### src/rtl/gpio_irq_pkg.sv
package gpio_irq_pkg;
  localparam int DATA_W   = 32;
  localparam int MODE_W   = 4;
  localparam int MODE_LSB = 16;
  localparam int STAT_ADDR = 'hA0;

  typedef enum logic [MODE_W-1:0] {
    IRQ_OFF  = 4'h0,
    IRQ_LVL0 = 4'h8,
    IRQ_RISE = 4'h9,
    IRQ_FALL = 4'hA,
    IRQ_BOTH = 4'hB,
    IRQ_LVL1 = 4'hC
  } irq_mode_e;
endpackage

### src/rtl/gpio_irq_sync.sv
module gpio_irq_sync #(
  parameter int W = 32
) (
  input  logic         clk,
  input  logic         rst_n,
  input  logic [W-1:0] d,
  output logic [W-1:0] q
);
  logic [W-1:0] meta;

  always_ff @(posedge clk or negedge rst_n) begin
    if (!rst_n) begin
      meta <= '0;
      q    <= '0;
    end else begin
      meta <= d;
      q    <= meta;
    end
  end
endmodule

### src/rtl/gpio_irq_detect.sv
module gpio_irq_detect
  import gpio_irq_pkg::*;
#(
  parameter int N = 32
) (
  input  logic                   clk,
  input  logic                   rst_n,
  input  logic [N-1:0]           pin_s,
  input  logic [N-1:0][MODE_W-1:0] mode,
  output logic [N-1:0]           evt
);
  logic [N-1:0] prev;

  always_ff @(posedge clk or negedge rst_n) begin
    if (!rst_n) prev <= '0;
    else        prev <= pin_s;
  end

  for (genvar i = 0; i < N; i++) begin : g_pin
    always_comb begin
      case (mode[i])
        IRQ_LVL0: evt[i] = ~pin_s[i];
        IRQ_RISE: evt[i] = pin_s[i] & ~prev[i];
        IRQ_FALL: evt[i] = ~pin_s[i] & prev[i];
        IRQ_BOTH: evt[i] = pin_s[i] ^ prev[i];
        IRQ_LVL1: evt[i] = pin_s[i];
        default:  evt[i] = 1'b0;
      endcase
    end


    rise_quiet_chk: assert property (@(posedge clk) disable iff (!rst_n)
      (mode[i] == IRQ_RISE && pin_s[i] == prev[i]) |-> !evt[i]);


    lvl1_fire_chk: assert property (@(posedge clk) disable iff (!rst_n)
      (mode[i] == IRQ_LVL1 && pin_s[i]) |-> evt[i]);
  end
endmodule

### src/rtl/gpio_irq_regs.sv
module gpio_irq_regs
  import gpio_irq_pkg::*;
#(
  parameter int N      = 32,
  parameter int ADDR_W = 8
) (
  input  logic                     clk,
  input  logic                     rst_n,
  input  logic                     req_valid,
  input  logic                     req_write,
  input  logic [ADDR_W-1:0]        req_addr,
  input  logic [DATA_W-1:0]        req_wdata,
  input  logic [N-1:0]             evt,
  output logic [N-1:0][MODE_W-1:0] mode,
  output logic [N-1:0]             flags,
  output logic                     rsp_valid,
  output logic [DATA_W-1:0]        rsp_rdata
);
  localparam int IDX_W    = ADDR_W - 2;
  localparam int PIN_W    = (N > 1) ? $clog2(N) : 1;
  localparam int STAT_IDX = STAT_ADDR / 4;

  logic [IDX_W-1:0]  idx;
  logic              pin_hit;
  logic              stat_hit;
  logic              stat_wr;
  logic [PIN_W-1:0]  pin_idx;
  logic [DATA_W-1:0] rd_mux;

  assign idx      = req_addr[ADDR_W-1:2];
  assign pin_hit  = int'(idx) < N;
  assign stat_hit = int'(idx) == STAT_IDX;
  assign pin_idx  = idx[PIN_W-1:0];
  assign stat_wr  = req_valid && req_write && stat_hit;

  always_ff @(posedge clk or negedge rst_n) begin
    if (!rst_n) begin
      mode <= '0;
    end else if (req_valid && req_write && pin_hit) begin
      mode[pin_idx] <= req_wdata[MODE_LSB +: MODE_W];
    end
  end

  always_ff @(posedge clk or negedge rst_n) begin
    if (!rst_n) flags <= '0;
    else        flags <= (flags & ~(stat_wr ? req_wdata[N-1:0] : '0)) | evt;
  end

  always_comb begin
    rd_mux = '0;
    if (pin_hit)       rd_mux[MODE_LSB +: MODE_W] = mode[pin_idx];
    else if (stat_hit) rd_mux[N-1:0] = flags;
  end

  always_ff @(posedge clk or negedge rst_n) begin
    if (!rst_n) begin
      rsp_valid <= 1'b0;
      rsp_rdata <= '0;
    end else begin
      rsp_valid <= req_valid && !req_write;
      rsp_rdata <= (req_valid && !req_write) ? rd_mux : '0;
    end
  end


  clear_takes_chk: assert property (@(posedge clk) disable iff (!rst_n)
    (stat_wr && ((req_wdata[N-1:0] & evt) == '0)) |=>
      ((flags & $past(req_wdata[N-1:0])) == '0));


  event_sets_chk: assert property (@(posedge clk) disable iff (!rst_n)
    (evt != '0) |=> ((flags & $past(evt)) == $past(evt)));


  flags_hold_chk: assert property (@(posedge clk) disable iff (!rst_n)
    (!stat_wr && evt == '0) |=> $stable(flags));


  rsp_follows_read_chk: assert property (@(posedge clk) disable iff (!rst_n)
    rsp_valid |-> $past(req_valid && !req_write));
endmodule

### src/rtl/gpio_irq_ctrl.sv
module gpio_irq_ctrl
  import gpio_irq_pkg::*;
#(
  parameter int NUM_PINS = 32,
  parameter int ADDR_W   = 8
) (
  input  logic                clk,
  input  logic                rst_n,
  input  logic [NUM_PINS-1:0] pin_i,
  input  logic                req_valid,
  output logic                req_ready,
  input  logic                req_write,
  input  logic [ADDR_W-1:0]   req_addr,
  input  logic [31:0]         req_wdata,
  output logic                rsp_valid,
  output logic [31:0]         rsp_rdata,
  output logic                irq_o
);
  logic [NUM_PINS-1:0]             pin_s;
  logic [NUM_PINS-1:0]             evt;
  logic [NUM_PINS-1:0]             flags;
  logic [NUM_PINS-1:0][MODE_W-1:0] mode;

  assign req_ready = 1'b1;

  gpio_irq_sync #(.W(NUM_PINS)) u_sync (
    .clk(clk), .rst_n(rst_n), .d(pin_i), .q(pin_s)
  );

  gpio_irq_detect #(.N(NUM_PINS)) u_detect (
    .clk(clk), .rst_n(rst_n), .pin_s(pin_s), .mode(mode), .evt(evt)
  );

  gpio_irq_regs #(.N(NUM_PINS), .ADDR_W(ADDR_W)) u_regs (
    .clk(clk), .rst_n(rst_n),
    .req_valid(req_valid), .req_write(req_write),
    .req_addr(req_addr), .req_wdata(req_wdata),
    .evt(evt), .mode(mode), .flags(flags),
    .rsp_valid(rsp_valid), .rsp_rdata(rsp_rdata)
  );

  assign irq_o = |flags;


  irq_idle_chk: assert property (@(posedge clk) disable iff (!rst_n)
    $fell(irq_o) |-> $past(req_valid && req_write));
endmodule

### config.mk
export PLATFORM = sky130hd
export DESIGN_NAME = gpio_irq_ctrl
export DESIGN_NICKNAME = d
export VERILOG_FILES = /design/src/rtl/gpio_irq_pkg.sv /design/src/rtl/gpio_irq_sync.sv /design/src/rtl/gpio_irq_detect.sv /design/src/rtl/gpio_irq_regs.sv /design/src/rtl/gpio_irq_ctrl.sv
export SDC_FILE = /design/constraint.sdc
export NUM_CORES = 1
export LEC_CHECK = 0
export BUFFER_PORTS_ARGS = -buffer_cell sky130_fd_sc_hd__buf_2
export CAP_MARGIN = 10
export CELL_PAD_IN_SITES_DETAIL_PLACEMENT = 1
export CELL_PAD_IN_SITES_GLOBAL_PLACEMENT = 2
export CORE_ASPECT_RATIO = 1.25
export CORE_MARGIN = 2
export CORE_UTILIZATION = 44
export DETAILED_ROUTE_END_ITERATION = 8
export PLACE_DENSITY_LB_ADDON = 0.2
export SLEW_MARGIN = 20
export SYNTH_ARGS = -nofsm -noshare
export SYNTH_HDL_FRONTEND = slang
export SYNTH_SLANG_ARGS = --single-unit
export TNS_END_PERCENT = 30
### constraint.sdc
create_clock -name clk -period 2.6 [get_ports clk]
set_input_delay 0.52 -clock clk [delete_from_list [all_inputs] [get_ports clk]]
set_output_delay 0.52 -clock clk [all_outputs]
set_load 0.005 [all_outputs]
==> impl_metrics.json <==
{
  "dp_slack_ns": 0.2183,
  "syn_nets": 1245,
  "drt_iter0_markers": 405,
  "gp_congestion": 0.7982,
  "hold_slack_ns": 0.1000,
  "dp_hpwl_um": 24870,
  "cts_buffer_depth": 3,
  "setup_violations": 0,
  "synth_ff_type": "dfrtp_1",
  "synth_seq_cells": 289,
  "hold_violations": 0,
  "yosysMostFrequentCell": "dfrtp_1",
  "clock_latency_ns": 0.52,
  "overflow": 0,
  "peakVddDrop_v": 0.0005607,
  "hold_path_end": "u_sync.meta[6]",
  "p_leak_nw": 7.777,
  "synth_adder_area_share": 0.05975,
  "detail_route.drc_violations": 0,
  "p_seq_frac": 0.480,
  "worstSetupStartpointType": "flip-flop",
  "p_int_mw": 8.497,
  "cts_tree": "done",
  "min-delay-start": "pin_i[6]",
  "hp-class": "in -> reg",
  "root_buffer": "clkbuf_16",
  "rows": 71,
  "synthCells": 1105,
  "p_comb_frac": 0.104,
  "htreeDepth": 2,
  "r2r-end": "u_regs.rsp_rdata[18]",
  "final_cells": 1680,
  "switching_share": 0.2609,
  "fin_crit_sh": 0.9741,
  "slew_headroom": 0.4498,
  "grt_pass1_wl_um": 55830,
  "synth_cell_types": 44,
  "synth-xor-area-share": 0,
  "wl_um": 35140,
  "syn_avg_cell_area_um2": 12.13,
  "post-route-min-period_ns": 2.533,
  "cts.sinks": 289,
  "holdPathStages": 1,
  "core_area_um2": 30030,
  "track_usage": 0.2272,
  "io_buffer_count": 107,
  "antenna_found_initial": 1,
  "dp.cells": 1616,
  "r2r_start": "u_regs.mode[30]",
  "nets": 1393,
  "maxCapViolCount": 0,
  "synth_area_leaders": "dfrtp_1 54%, mux2_2 11%, mux2i_1 6.6%",
  "routed_via_density": 5.414,
  "grt_max_degree": 71,
  "synth_edf_count": 0,
  "vias": 9096,
  "antenna_cells": 0,
  "slew_violations": 0,
  "syn-cell-area_um2": 13400,
  "syn2layout_area_growth_pct": 17.64,
  "async_flop_share": 1.000,
  "synthMuxAreaShare": 0.1733,
  "r2r_slack_ns": 0.92,
  "synth-simple-area-share": 0.1019,
  "synth_top_area_cell": "dfrtp_1",
  "routedWlPerCell_um": 20.92,
  "num_io_pins": 111,
  "powerDensity_nw_per_um2": 729.1,
  "power_switching_mw": 3.000,
  "crit_start": "u_regs.flags[16]",
  "netlist_top_cells_count": "289 x dfrtp_1, 128 x mux2_2, 97 x inv_1, 88 x mux2i_1, 65 x nor2_1",
  "fillers": 3218,
  "synth_top_family_by_area": "multiplexers",
  "synthDominantCellAreaShare": 0.5396,
  "die_area_um2": 31880,
  "tightest_slew_ns": 0.8254,
  "die_w_um": 160.1,
  "r2r_cells": 5,
  "drive_gt1_frac": 0.2690,
  "start_util": 0.4464,
  "endpoint_kind": "output pin",
  "skew_ns": 0.01170,
  "critical_path_class": "reg -> out",
  "p_clk_frac": 0.416,
  "ys.warnings.count": 0,
  "setup_ws_ns": 0.06729,
  "grt_pass1_vias": 9920,
  "numCtsBuffers": 34,
  "cp_max_fo": 3,
  "die_h_um": 199.1,
  "drtAntennaViolNets": 0,
  "dr.pass1.iters": 4,
  "clk_pin_slew_ns": 0.07,
  "cp.arrival_ns": 2.01,
  "required_ns": 2.08,
  "synth_compound_area_frac": 0.08103,
  "final.setup.tns_ns": 0,
  "fmax_mhz": 394.8,
  "rsz0062_at_grt": "true",
  "status": "finished clean",
  "ys_seq_area_frac": 0.5396
}
-- cell usage in the layout (no fill, tap or decap), drive strengths merged, types with 2 or more instances in the layout --
master   synthesis  layout
nand2b           3       3
o21ai           32      32
a32o            32      32
nor2b           26      26
clkbuf          15      50
or4b             4       4
a22o             4       4
a211o           24      24
nand3b           2       2
nor4            17      17
mux2           128     128
o22ai           32      32
nand4bb          2       2
nor3            27      27
dfrtp          289     289
nand4b           4       4
and2b            3       3
ha              64      64
a311o            8       8
nand3            8       8
and2            28      28
or4bb            4       4
a21oi           16      16
clkinv           0      10
nand2           49      49
nor2            67      67
buf             22     148
inv             97      97
mux2i           88      88
nand4            5       5
-- critical path, cell delays in order (launching register included) --
cell	delay, ns
dfrtp_1	0.48
nor4_4	0.36
nand4_1	0.24
or2_4	0.30
buf_6	0.11
-- flip-flops by register name (all words and copies together) (netlist names) --
name	cells
u_regs.mode	128
u_detect.prev	32
u_regs.flags	32
u_regs.rsp_rdata	32
u_sync.meta	32
u_sync.q	32
u_regs.rsp_valid	1
-- power by group through the flow --
stage | registers, mW | logic [mW] | clock network (mW)
floorplan | 5.33 | 0.821 | 0
CTS | 5.53 | 1.21 | 4.89
global route | 5.59 | 1.35 | 5.07
detailed placement | 5.58 | 1.19 | 0
global placement | 5.56 | 1.14 | 0
finish | 5.52 | 1.20 | 4.78
-- per-stage QoR --
step	cell area [um2]	utilization	power, mW
6_report	15770	0.5251	11.50
5_1_grt	15770	0.5251	12.01
4_1_cts	15750	0.5246	11.63
3_5_place_dp	14590	0.4858	6.779
3_3_place_gp	14590	0.4858	6.706
2_1_floorplan	13400	-	6.155
-- repair_timing --
action	4_1_cts	5_1_grt
resized for setup	3	2
hold endpoints to repair	22	0
gates cloned	0	0
hold buffers	1	0
setup buffers	0	1
pin swaps	0	1
endpoints found under the setup margin	1	1
-- layout make-up --
cell class | count | area (um2) | area share
clock inverter | 12 | 87.58 | 0.005555
sequential | 289 | 7232 | 0.4587
multi-input combinational | 682 | 5603 | 0.3553
tap | 401 | 501.7 | 0.03182
clock buffer | 50 | 1045 | 0.06626
inverter | 97 | 364.1 | 0.02309
timing repair buffer | 149 | 934.6 | 0.05928
-- per-layer routing --
| metal | part of all wire | GRT usage | vias to the layer above |
|---|---|---|---|
| met4 | 0.020 | 0.06240 | 0 |
| met2 | 0.51 | 0.4036 | 160 |
| met3 | 0.047 | 0.04151 | 41 |
| li1 | - | - | 4231 |
| met5 | 0 | 0 | - |
| met1 | 0.42 | 0.2861 | 4664 |
-- how the worst max path moves through the flow --
stage,slack [ns],end
CTS,0.004,irq_o
floorplan,0.77,u_regs.rsp_rdata[16]
detailed placement,0.22,u_regs.rsp_rdata[16]
global placement,0.24,u_regs.rsp_rdata[16]
global route,-0.01,irq_o
finish,0.07,irq_o
-- cells by family after synthesis --
| kind of cell | count (synthesis) |
|---|---|
| AOI/OAI and AO/OA | 148 |
| adders and majority gates | 64 |
| buffers and inverters | 134 |
| DFF | 289 |
| muxes | 216 |
| other | 1 |
| and+or+nand+nor | 253 |
No activity file was read; power rests on OpenSTA's default activity.
